## src/rtl/bbc_pkg.sv

```systemverilog
package bbc_pkg;
   typedef enum logic [2:0] {
      CMD_NOP = 3'd0,
      CMD_ACT = 3'd1,
      CMD_RD  = 3'd2,
      CMD_WR  = 3'd3,
      CMD_PRE = 3'd4
   } cmd_e;
endpackage

```

## src/rtl/bbc_bank_table.sv

```systemverilog
module bbc_bank_table #(
   parameter int NUM_BANKS = 4,
   parameter int ROW_W     = 12,
   localparam int BANK_W   = (NUM_BANKS > 1) ? $clog2(NUM_BANKS) : 1
) (
   input  logic                       clk,
   input  logic                       rst_n,
   input  logic                       act_en_i,
   input  logic [BANK_W-1:0]          act_bank_i,
   input  logic [ROW_W-1:0]           act_row_i,
   input  logic                       pre_en_i,
   input  logic                       pre_all_i,
   input  logic [BANK_W-1:0]          pre_bank_i,
   input  logic                       ap_close_i,
   input  logic [BANK_W-1:0]          ap_bank_i,
   output logic [NUM_BANKS-1:0]       open_o,
   output logic [NUM_BANKS*ROW_W-1:0] row_o
);
   logic [NUM_BANKS-1:0] open_q;

   for (genvar gi = 0; gi < NUM_BANKS; gi++) begin : g_bank
      logic [ROW_W-1:0] row_q;
      logic             set_w, clr_w;
      assign set_w = act_en_i && (act_bank_i == BANK_W'(gi));
      assign clr_w = (pre_en_i && (pre_all_i || (pre_bank_i == BANK_W'(gi))))
                   || (ap_close_i && (ap_bank_i == BANK_W'(gi)));
      always_ff @(posedge clk) begin
         if (!rst_n) begin
            open_q[gi] <= 1'b0;
            row_q      <= '0;
         end else if (set_w) begin
            open_q[gi] <= 1'b1;
            row_q      <= act_row_i;
         end else if (clr_w) begin
            open_q[gi] <= 1'b0;
         end
      end
      assign row_o[gi*ROW_W +: ROW_W] = row_q;
   end

   assign open_o = open_q;


   act_opens_chk: assert property (@(posedge clk) disable iff (!rst_n)
      act_en_i |=> open_q[$past(act_bank_i)]);

   pre_all_chk: assert property (@(posedge clk) disable iff (!rst_n)
      (pre_en_i && pre_all_i && !act_en_i) |=> (open_q == '0));
endmodule

```

## src/rtl/bbc_burst_gen.sv

```systemverilog
module bbc_burst_gen #(
   parameter int BANK_W = 2,
   parameter int COL_W  = 9
) (
   input  logic              clk,
   input  logic              rst_n,
   input  logic              start_i,
   input  logic              start_wr_i,
   input  logic              start_ap_i,
   input  logic              start_bl8_i,
   input  logic [BANK_W-1:0] start_bank_i,
   input  logic [COL_W-1:0]  start_col_i,
   output logic              beat_valid_o,
   output logic              beat_wr_o,
   output logic [BANK_W-1:0] beat_bank_o,
   output logic [COL_W-1:0]  beat_col_a_o,
   output logic [COL_W-1:0]  beat_col_b_o,
   output logic              last_o,
   output logic              ap_close_o,
   output logic [BANK_W-1:0] ap_bank_o
);
   if (COL_W < 3) begin : g_col_chk
      $error("bbc_burst_gen: COL_W must cover a block of 8 columns");
   end

   logic              active_q, wr_q, ap_q, bl8_q;
   logic [BANK_W-1:0] bank_q;
   logic [COL_W-1:0]  col_q;
   logic [1:0]        cnt_q;

   function automatic logic [COL_W-1:0] col_at(input logic [COL_W-1:0] base,
                                               input logic bl8,
                                               input logic [2:0] idx);
      if (bl8) return {base[COL_W-1:3], base[2] ^ idx[2], idx[1:0]};
      else     return {base[COL_W-1:2], idx[1:0]};
   endfunction

   assign last_o = active_q && (cnt_q == (bl8_q ? 2'd3 : 2'd1));

   always_ff @(posedge clk) begin
      if (!rst_n) begin
         active_q <= 1'b0;
         wr_q     <= 1'b0;
         ap_q     <= 1'b0;
         bl8_q    <= 1'b0;
         bank_q   <= '0;
         col_q    <= '0;
         cnt_q    <= '0;
      end else if (start_i) begin
         active_q <= 1'b1;
         wr_q     <= start_wr_i;
         ap_q     <= start_ap_i;
         bl8_q    <= start_bl8_i;
         bank_q   <= start_bank_i;
         col_q    <= {start_col_i[COL_W-1:2], 2'b00};
         cnt_q    <= '0;
      end else if (last_o) begin
         active_q <= 1'b0;
      end else if (active_q) begin
         cnt_q    <= cnt_q + 2'd1;
      end
   end

   assign beat_valid_o = active_q;
   assign beat_wr_o    = wr_q;
   assign beat_bank_o  = bank_q;
   assign beat_col_a_o = col_at(col_q, bl8_q, {cnt_q, 1'b0});
   assign beat_col_b_o = col_at(col_q, bl8_q, {cnt_q, 1'b1});
   assign ap_close_o   = last_o && ap_q;
   assign ap_bank_o    = bank_q;


   start_aligned_chk: assert property (@(posedge clk) disable iff (!rst_n)
      start_i |=> (beat_valid_o && beat_col_a_o[1:0] == 2'b00));

   burst_hold_chk: assert property (@(posedge clk) disable iff (!rst_n)
      (active_q && !last_o) |=> (active_q && $stable(bank_q) && $stable(wr_q)));
endmodule

```

## src/rtl/bank_burst_ctrl.sv

```systemverilog
module bank_burst_ctrl #(
   parameter int NUM_BANKS = 4,
   parameter int ROW_W     = 12,
   parameter int COL_W     = 9,
   localparam int BANK_W   = (NUM_BANKS > 1) ? $clog2(NUM_BANKS) : 1
) (
   input  logic                       clk,
   input  logic                       rst_n,
   input  logic [2:0]                 cmd,
   input  logic [BANK_W-1:0]          cmd_bank,
   input  logic [ROW_W-1:0]           cmd_addr,
   input  logic                       cmd_ap,
   input  logic                       cmd_all,
   input  logic                       cmd_bl8,
   output logic                       err_o,
   output logic [NUM_BANKS-1:0]       bank_open_o,
   output logic [NUM_BANKS*ROW_W-1:0] open_row_o,
   output logic                       beat_valid_o,
   output logic                       beat_write_o,
   output logic [BANK_W-1:0]          beat_bank_o,
   output logic [COL_W-1:0]           beat_col_a_o,
   output logic [COL_W-1:0]           beat_col_b_o
);
   import bbc_pkg::*;

   if (ROW_W < COL_W) begin : g_addr_chk
      $error("bank_burst_ctrl: ROW_W must be at least COL_W");
   end

   logic              is_act, is_rw, is_pre, bank_hit, ap_hit, busy;
   logic              act_ok, rw_ok, bad, err_q;
   logic              burst_last, ap_close;
   logic [BANK_W-1:0] ap_bank;

   assign is_act   = (cmd == CMD_ACT);
   assign is_rw    = (cmd == CMD_RD) || (cmd == CMD_WR);
   assign is_pre   = (cmd == CMD_PRE);
   assign bank_hit = bank_open_o[cmd_bank];
   assign ap_hit   = ap_close && (ap_bank == cmd_bank);
   assign busy     = beat_valid_o && !burst_last;
   assign act_ok   = is_act && !bank_hit;
   assign rw_ok    = is_rw && bank_hit && !ap_hit && !busy;
   assign bad      = (is_act && bank_hit) || (is_rw && !rw_ok);

   always_ff @(posedge clk) begin
      if (!rst_n) err_q <= 1'b0;
      else        err_q <= bad;
   end
   assign err_o = err_q;

   bbc_bank_table #(.NUM_BANKS(NUM_BANKS), .ROW_W(ROW_W)) table_i (
      .clk        (clk),
      .rst_n      (rst_n),
      .act_en_i   (act_ok),
      .act_bank_i (cmd_bank),
      .act_row_i  (cmd_addr),
      .pre_en_i   (is_pre),
      .pre_all_i  (cmd_all),
      .pre_bank_i (cmd_bank),
      .ap_close_i (ap_close),
      .ap_bank_i  (ap_bank),
      .open_o     (bank_open_o),
      .row_o      (open_row_o)
   );

   bbc_burst_gen #(.BANK_W(BANK_W), .COL_W(COL_W)) burst_i (
      .clk          (clk),
      .rst_n        (rst_n),
      .start_i      (rw_ok),
      .start_wr_i   (cmd == CMD_WR),
      .start_ap_i   (cmd_ap),
      .start_bl8_i  (cmd_bl8),
      .start_bank_i (cmd_bank),
      .start_col_i  (cmd_addr[COL_W-1:0]),
      .beat_valid_o (beat_valid_o),
      .beat_wr_o    (beat_write_o),
      .beat_bank_o  (beat_bank_o),
      .beat_col_a_o (beat_col_a_o),
      .beat_col_b_o (beat_col_b_o),
      .last_o       (burst_last),
      .ap_close_o   (ap_close),
      .ap_bank_o    (ap_bank)
   );


   act_open_ignored_chk: assert property (@(posedge clk) disable iff (!rst_n)
      (is_act && bank_open_o[cmd_bank]) |=> (err_o && $stable(open_row_o)));

   rw_closed_chk: assert property (@(posedge clk) disable iff (!rst_n)
      (is_rw && !bank_open_o[cmd_bank] && !beat_valid_o) |=> (err_o && !beat_valid_o));

   ap_close_chk: assert property (@(posedge clk) disable iff (!rst_n)
      (ap_close && !(is_act && cmd_bank == ap_bank)) |=> !bank_open_o[$past(ap_bank)]);
endmodule

```

## config.mk

```make
export PLATFORM = sky130hd
export DESIGN_NAME = bank_burst_ctrl
export DESIGN_NICKNAME = d
export VERILOG_FILES = /design/src/rtl/bbc_pkg.sv /design/src/rtl/bbc_bank_table.sv /design/src/rtl/bbc_burst_gen.sv /design/src/rtl/bank_burst_ctrl.sv
export SDC_FILE = /design/constraint.sdc
export NUM_CORES = 1
export LEC_CHECK = 0
export ABC_CLOCK_PERIOD_IN_PS = 2100
export BUFFER_PORTS_ARGS = -buffer_cell sky130_fd_sc_hd__buf_4
export CAP_MARGIN = 0
export CORE_MARGIN = 4
export CORE_UTILIZATION = 50
export DETAILED_ROUTE_END_ITERATION = 8
export PLACE_DENSITY_LB_ADDON = 0.25
export SLEW_MARGIN = 30
export SYNTH_ARGS = -nofsm -noshare
export SYNTH_HDL_FRONTEND = slang
export SYNTH_SLANG_ARGS = --single-unit
```

## constraint.sdc

```tcl
create_clock -name clk -period 2.1 [get_ports clk]
set_clock_uncertainty 0.2 [all_clocks]
set_input_delay 0.105 -clock clk [delete_from_list [all_inputs] [get_ports clk]]
set_output_delay 0.105 -clock clk [all_outputs]
set_load 0.05 [all_outputs]
```

==> flow_summary.json, run 1 <==
{
  "synth_warnings": 0,
  "cp.required_ps": 2150,
  "cts_root_buf": "clkbuf_8",
  "core_sq_um": 5540,
  "hold_viol": 0,
  "leakagePower_nw": 1.758,
  "layout_min_cycle_time_ps": 1996,
  "setup_violations": 0,
  "vdd_drop_max_uv": 463.2,
  "start_util": 0.5194,
  "path_cells": "dlygate4sd3_1 -> buf_4 -> or3b_2 -> nor2_4 -> and2_1 -> buf_4 -> mux2i_1",
  "r2r_slack_ps": 120,
  "numCtsBuffers": 9,
  "worstSetupPathType": "in2reg",
  "crit_path_top_delay_cell": "or3b_2",
  "cts_tree": "done",
  "reg2reg_to": "table_i.g_bank[0].row_q[1]$_SDFFE_PN0P_",
  "fin_crit_sh": 0.9505,
  "clockBufferDepth": 2,
  "total_power_mw": 2.485,
  "grt_max_degree": 66,
  "drt_iter0_markers": 139,
  "hp-start": "rst_n",
  "ios": 97,
  "maxCapViolCount": 0,
  "hold_depth": 3,
  "routed_wl_microns": 6890,
  "synth-seq-area-share": 0.4730,
  "tns_ps": 0,
  "first_pass_iters": 4,
  "crit_fanout": 8,
  "end_kind": "flip-flop",
  "clk_latency_ps": 330,
  "via_per_inst": 5.031,
  "power.density_nw_per_um2": 640.2,
  "routedWlPerCell_microns": 14.15,
  "diodes": 0,
  "final_layout_size_suffix_gt1_frac": 0.2867,
  "clkSlewWorstSetupHoldPaths_ps": 70,
  "max_slew.worst_pin.slew_ps": 526.1,
  "critPathLaunchType": "input port",
  "place.detailed.hpwl_microns": 4740,
  "nets": 434,
  "relSlewSlack": 0.6485,
  "yosys_most_used_dff": "dfxtp_1",
  "io_buffers": 94,
  "grt_pass1_wl_microns": 11180,
  "async_flop_share": 0,
  "cts_setup_buffers": 0,
  "synthCells": 319,
  "cpMostUsedCell": "buf_4",
  "synth.avg_cell_area_sq_um": 9.021,
  "grt_usage": 0.1962,
  "cts.repair.resized": 0,
  "htree_levels": 3,
  "r2r_cells": 5,
  "ys_types": 39,
  "vias": 2450,
  "design_area_sq_um": 3882,
  "slowest_delay_ps": 550,
  "antenna_found_initial": 0,
  "synth_seq_cells": 68,
  "gp_congestion": 0.8350,
  "rows": 27,
  "hp-class": "in2reg",
  "cts_hold_buf": 20,
  "drtAntennaViolNets": 0,
  "dieArea_sq_um": 7033,
  "rsz0062_at_grt": "no",
  "finish.utilization": 0.7008,
  "hold-path-endpoint": "table_i.g_bank[1].row_q[10]$_SDFFE_PN0P_",
  "grt_overflow": 0,
  "r2r_start": "table_i.open_o[3]$_SDFFE_PN0P_",
  "syn_to_final_growth_pct": 34.91,
  "netlist_area_sq_um": 2878,
  "slew_violations": 0,
  "synth_edf_count": 0,
  "die_h_microns": 83.87,
  "fmax_ghz": 0.5010,
  "status": "completed",
  "syn-num-nets": 341,
  "placed_area_sq_um": 3525,
  "cp.arrival_ps": 2050,
  "die_w_microns": 83.87,
  "drc": 0,
  "grt_pass1_vias": 2324,
  "cts.sinks": 68
}
[power breakdown]
group	switching [mW]	internal (mW)	total [mW]
clock	0.451	0.447	0.898
sequential	0.00963	1.31	1.31
combinational	0.168	0.105	0.272
total	0.629	1.86	2.49
[area by class of cell]
class / instances / area, sq um
Fill cell: 452 / 1658
Sequential cell: 68 / 1361
Multi-Input combinational cell: 211 / 1269
Timing Repair Buffer: 119 / 993.5
Clock buffer: 12 / 145.1
Tap cell: 72 / 90.09
Clock inverter: 2 / 12.51
Inverter: 3 / 11.26
[routing by layer]
layer	share of wire	track usage
met4	0.012	0.06725
met2	0.48	0.3196
met1	0.44	0.2423
met5	0	0
met3	0.069	0.06614
[cells by family (layout without fill, tap and decap cells)]
kind of cell              after synthesis  in the layout  share of synthesized area
muxes                                  37             37                     0.1330
AOI/OAI and AO/OA                      42             42                    0.08522
other                                   2              2                   0.002610
and+or+nand+nor                       126            126                     0.2078
buffers and inverters                  40            136                    0.08608
DFF                                    68             68                     0.4730
xor gates and xnor gates                4              4                    0.01217
[cells in the final DEF (no fill, tap or decap), types with 2 or more instances in the layout]
cell type      synthesis  final
a21oi_1                5      5
dfxtp_1               68     68
inv_1                  3      3
o311ai_0               4      4
nand3b_1               2      2
o21ai_0               17     17
conb_1                 2      2
nor3b_1                2      2
nand3_1               23     23
clkbuf_1              10      2
o21ai_1               10     10
dlygate4sd3_1          0     20
clkbuf_8               0     10
nand2_1               82     82
mux2i_1               36     36
nor2b_1                2      2
buf_4                 21     95
buf_12                 0      4
nor2_1                 4      4
xnor2_1                4      4
[worst max-delay path: cells and delay by family]
family                 cells  cell delay [ps]
and+or+nand+nor            3              870
muxes                      1              190
buffers and inverters      3              890
[Yosys cell counts, types with 3 or more instances]
master,count,area (sq um)
dfxtp_1,68,1361
a21oi_1,5,25.02
nor2_1,4,15.01
o311ai_0,4,35.03
nand3_1,23,115.1
o21ai_0,17,85.08
clkbuf_1,10,37.54
buf_4,21,157.7
o21ai_1,10,50.05
inv_1,3,11.26
mux2i_1,36,360.4
xnor2_1,4,35.03
nand2_1,82,307.8
[how the worst max path moves through the flow]
stage | to | start | slack (ps) | cells after the start
floorplan | table_i.g_bank[0].row_q[1]$_SDFFE_PN0P_ | table_i.open_o[3]$_SDFFE_PN0P_ | 70 | 4
global placement | table_i.g_bank[1].row_q[0]$_SDFFE_PN0P_ | cmd_bank[0] | 200 | 6
detailed placement | table_i.g_bank[0].row_q[1]$_SDFFE_PN0P_ | cmd_bank[0] | 160 | 6
CTS | table_i.g_bank[1].row_q[2]$_SDFFE_PN0P_ | cmd[1] | 110 | 7
global route | table_i.g_bank[2].row_q[1]$_SDFFE_PN0P_ | cmd[1] | 3 | 7
finish | table_i.g_bank[2].row_q[3]$_SDFFE_PN0P_ | cmd[1] | 100 | 7
[registers in the layout (all words and copies together) (netlist names)]
name / count
table_i.open_o: 4
burst_i.bl8_q: 1
burst_i.col_q: 7
burst_i.ap_bank_o: 2
burst_i.cnt_q: 2
table_i.g_bank.row_q: 48
err_o: 1
burst_i.beat_valid_o: 1
burst_i.ap_q: 1
burst_i.beat_wr_o: 1
[metrics by stage]
stage                     worst slack (ps)  hold WS (ps)  std cells
after floorplan                      65.07         35.38        319
after CTS                            108.1         1.503        487
after detailed placement             155.3         146.4        453
after global routing                 3.148         30.86        487
after global placement               199.1         143.6        453
final                                104.0         18.53        487
Power figures use the tool's default switching activity.
==> run 2: changes to the inputs <==
--- a/config.mk
+++ b/config.mk
@@ -5,11 +5,11 @@
 export SDC_FILE = /design/constraint.sdc
 export NUM_CORES = 1
 export LEC_CHECK = 0
-export ABC_CLOCK_PERIOD_IN_PS = 2100
+export ABC_CLOCK_PERIOD_IN_PS = 2400
 export BUFFER_PORTS_ARGS = -buffer_cell sky130_fd_sc_hd__buf_4
 export CAP_MARGIN = 0
 export CORE_MARGIN = 4
-export CORE_UTILIZATION = 50
+export CORE_UTILIZATION = 54
 export DETAILED_ROUTE_END_ITERATION = 8
 export PLACE_DENSITY_LB_ADDON = 0.25
 export SLEW_MARGIN = 30
==> constraint.sdc (replaced) <==
create_clock -name clk -period 2.4 [get_ports clk]
set_clock_uncertainty 0.2 [all_clocks]
set_input_delay 0.12 -clock clk [delete_from_list [all_inputs] [get_ports clk]]
set_output_delay 0.12 -clock clk [all_outputs]
set_load 0.05 [all_outputs]
==> run 2 against run 1 <==
Power shrank 3.2%. Routed wire length increased by 1.8%. Highest routed layer unchanged. Core utilization grew 6.1 points. Count of clock-buffer cells in the layout fell by 2. Setup slack improved by 19 ps. Largest cell class unchanged. Clock power up 14%. Cell count up 0.62%.
==> flow_summary.json, run 2 (same netlist as run 1, synthesis figures left out) <==
{
  "drt_iter0_markers": 94,
  "io_buffers": 94,
  "grt_pass1_vias": 2462,
  "p_comb_frac": 0.099,
  "cp.required_ps": 2420,
  "grt_overflow": 0,
  "holdWs_ps": 189.9,
  "htree_levels": 3,
  "nets": 437,
  "numCtsBuffers": 9,
  "cts.sinks": 68,
  "path_cells": "dlygate4sd3_1 -> buf_4 -> mux4_2 -> a32o_1 -> dlygate4sd3_1",
  "cts_tree": "done",
  "swShare": 0.2446,
  "end_kind": "flip-flop",
  "ios": 97,
  "status": "completed",
  "reg2reg_to": "err_o$_SDFF_PN0_",
  "syn_to_final_growth_pct": 36.13,
  "tns_ps": 0,
  "layout_min_cycle_time_ps": 2277,
  "multi_input_area_sq_um": 1270,
  "slowest_delay_ps": 640,
  "fmax_ghz": 0.4392,
  "rsz0062_at_grt": "no",
  "vias": 2516,
  "drc": 0,
  "clockBufferDepth": 2,
  "vdd_drop_max_uv": 412.0,
  "drtAntennaViolNets": 0,
  "placed_cells": 452,
  "core_sq_um": 5140,
  "power.density_nw_per_um2": 614.3,
  "clk_latency_ps": 330,
  "first_pass_iters": 4,
  "cpMostUsedCell": "dlygate4sd3_1",
  "mostFrequentLayoutCell": "buf_4",
  "final_layout_size_suffix_gt1_frac": 0.2952,
  "rows": 26,
  "hold-path-endpoint": "table_i.open_o[1]$_SDFFE_PN0P_",
  "routedWlPerCell_microns": 14.32,
  "r2r_start": "burst_i.bl8_q$_SDFFE_PN0P_",
  "clkSlewWorstSetupHoldPaths_ps": 70,
  "via_per_inst": 5.135,
  "switchingPower_mw": 0.5885,
  "dieArea_sq_um": 6561,
  "worstSetupPathType": "in2reg",
  "cts_setup_buffers": 0,
  "grt_max_degree": 31,
  "die_w_microns": 81,
  "finish.utilization": 0.7622,
  "stdcell_count": 490,
  "die_h_microns": 81,
  "maxCapViolCount": 0,
  "diodes": 0,
  "top_register": "table_i.g_bank.row_q",
  "fin_crit_sh": 0.9487,
  "cts_root_buf": "clkbuf_8",
  "start_util": 0.5599,
  "grt_pass1_wl_microns": 11510,
  "layout_common_cells": "buf_4 (100), nand2_1 (82), dfxtp_1 (68)",
  "routed_wl_microns": 7017,
  "cp.arrival_ps": 2300,
  "slew_violations": 0,
  "hp-start": "cmd[2]",
  "setup_violations": 0,
  "power_frac_clock": 0.423,
  "hold_viol": 0,
  "largest_register_ffs": 48,
  "pwr-share-seq": 0.478,
  "antenna_found_initial": 0,
  "hp-class": "in2reg",
  "crit_fanout": 9,
  "r2r_cells": 5,
  "intPower_mw": 1.818,
  "critPathLaunchType": "input port",
  "fillers": 385,
  "place.detailed.hpwl_microns": 4806,
  "grt_usage": 0.2240,
  "gp_congestion": 0.7882,
  "leakagePower_nw": 1.781,
  "crit_path_top_delay_cell": "mux4_2",
  "r2r_slack_ps": 320,
  "ff_latch_area_sq_um": 1361,
  "hold_depth": 5
}
## run 2: cell count changes in the layout (fill, tap and decap cells not counted), sizes merged
cell	before	now
dlygate4sd3	20	22
clkbuf	12	10
bufinv	0	2
buf	99	100
clkinvlp	1	2
clkinv	1	2
## run 2: power groups by stage
stage | Sequential, mW | Combinational (mW) | Clock [mW]
finish | 1.15 | 0.238 | 1.02
global route | 1.15 | 0.255 | 1.08
CTS | 1.15 | 0.236 | 1.03
detailed placement | 1.18 | 0.208 | 0
global placement | 1.18 | 0.207 | 0
floorplan | 1.22 | 0.0966 | 0
## run 2: critical path, delay by kind of cell
family | cells | cell delay (ps)
AOI/OAI and AO/OA | 1 | 260
buffers and inverters | 3 | 1270
muxes | 1 | 640
## run 2: worst max-delay path by stage
stage | start | endpoint | slack [ps]
2_1_floorplan | table_i.open_o[3]$_SDFFE_PN0P_ | table_i.g_bank[0].row_q[1]$_SDFFE_PN0P_ | 370
3_3_place_gp | cmd_bank[0] | table_i.g_bank[2].row_q[0]$_SDFFE_PN0P_ | 340
3_5_place_dp | cmd_bank[0] | table_i.g_bank[2].row_q[3]$_SDFFE_PN0P_ | 300
4_1_cts | cmd_bank[0] | table_i.g_bank[2].row_q[3]$_SDFFE_PN0P_ | 80
5_1_grt | cmd_bank[0] | table_i.g_bank[0].row_q[11]$_SDFFE_PN0P_ | 90
6_report | cmd_bank[0] | err_o$_SDFF_PN0_ | 120
## run 2: final cells by class
type | count | area share
clock buffers | 10 | 0.03258
clock inverters | 6 | 0.02268
inverters | 3 | 0.002874
multi-input cells | 211 | 0.3242
flip-flops and latches | 68 | 0.3475
well taps | 70 | 0.02236
repair buffers | 122 | 0.2478
## run 2: repair_timing
item	in CTS	in global routing
hold endpoints to repair	64	0
setup endpoints to repair	0	7
gates resized for setup	0	1
hold buffers	22	0
## run 2: stage by stage
step	setup slack (ps)	instance area (sq um)	power (mW)
2_1_floorplan	365.1	2878	1.315
3_3_place_gp	344.9	3480	1.383
3_5_place_dp	295.8	3480	1.384
4_1_cts	84.13	3916	2.414
5_1_grt	88.67	3918	2.486
6_report	123.0	3918	2.406
## run 2: metal layers
layer,vias up,wire [microns],track usage
met2,79,3455,0.3785
li1,1248,-,-
met5,-,0,0
met4,0,95,0.07939
met1,1179,3011,0.2764
met3,10,454,0.05654
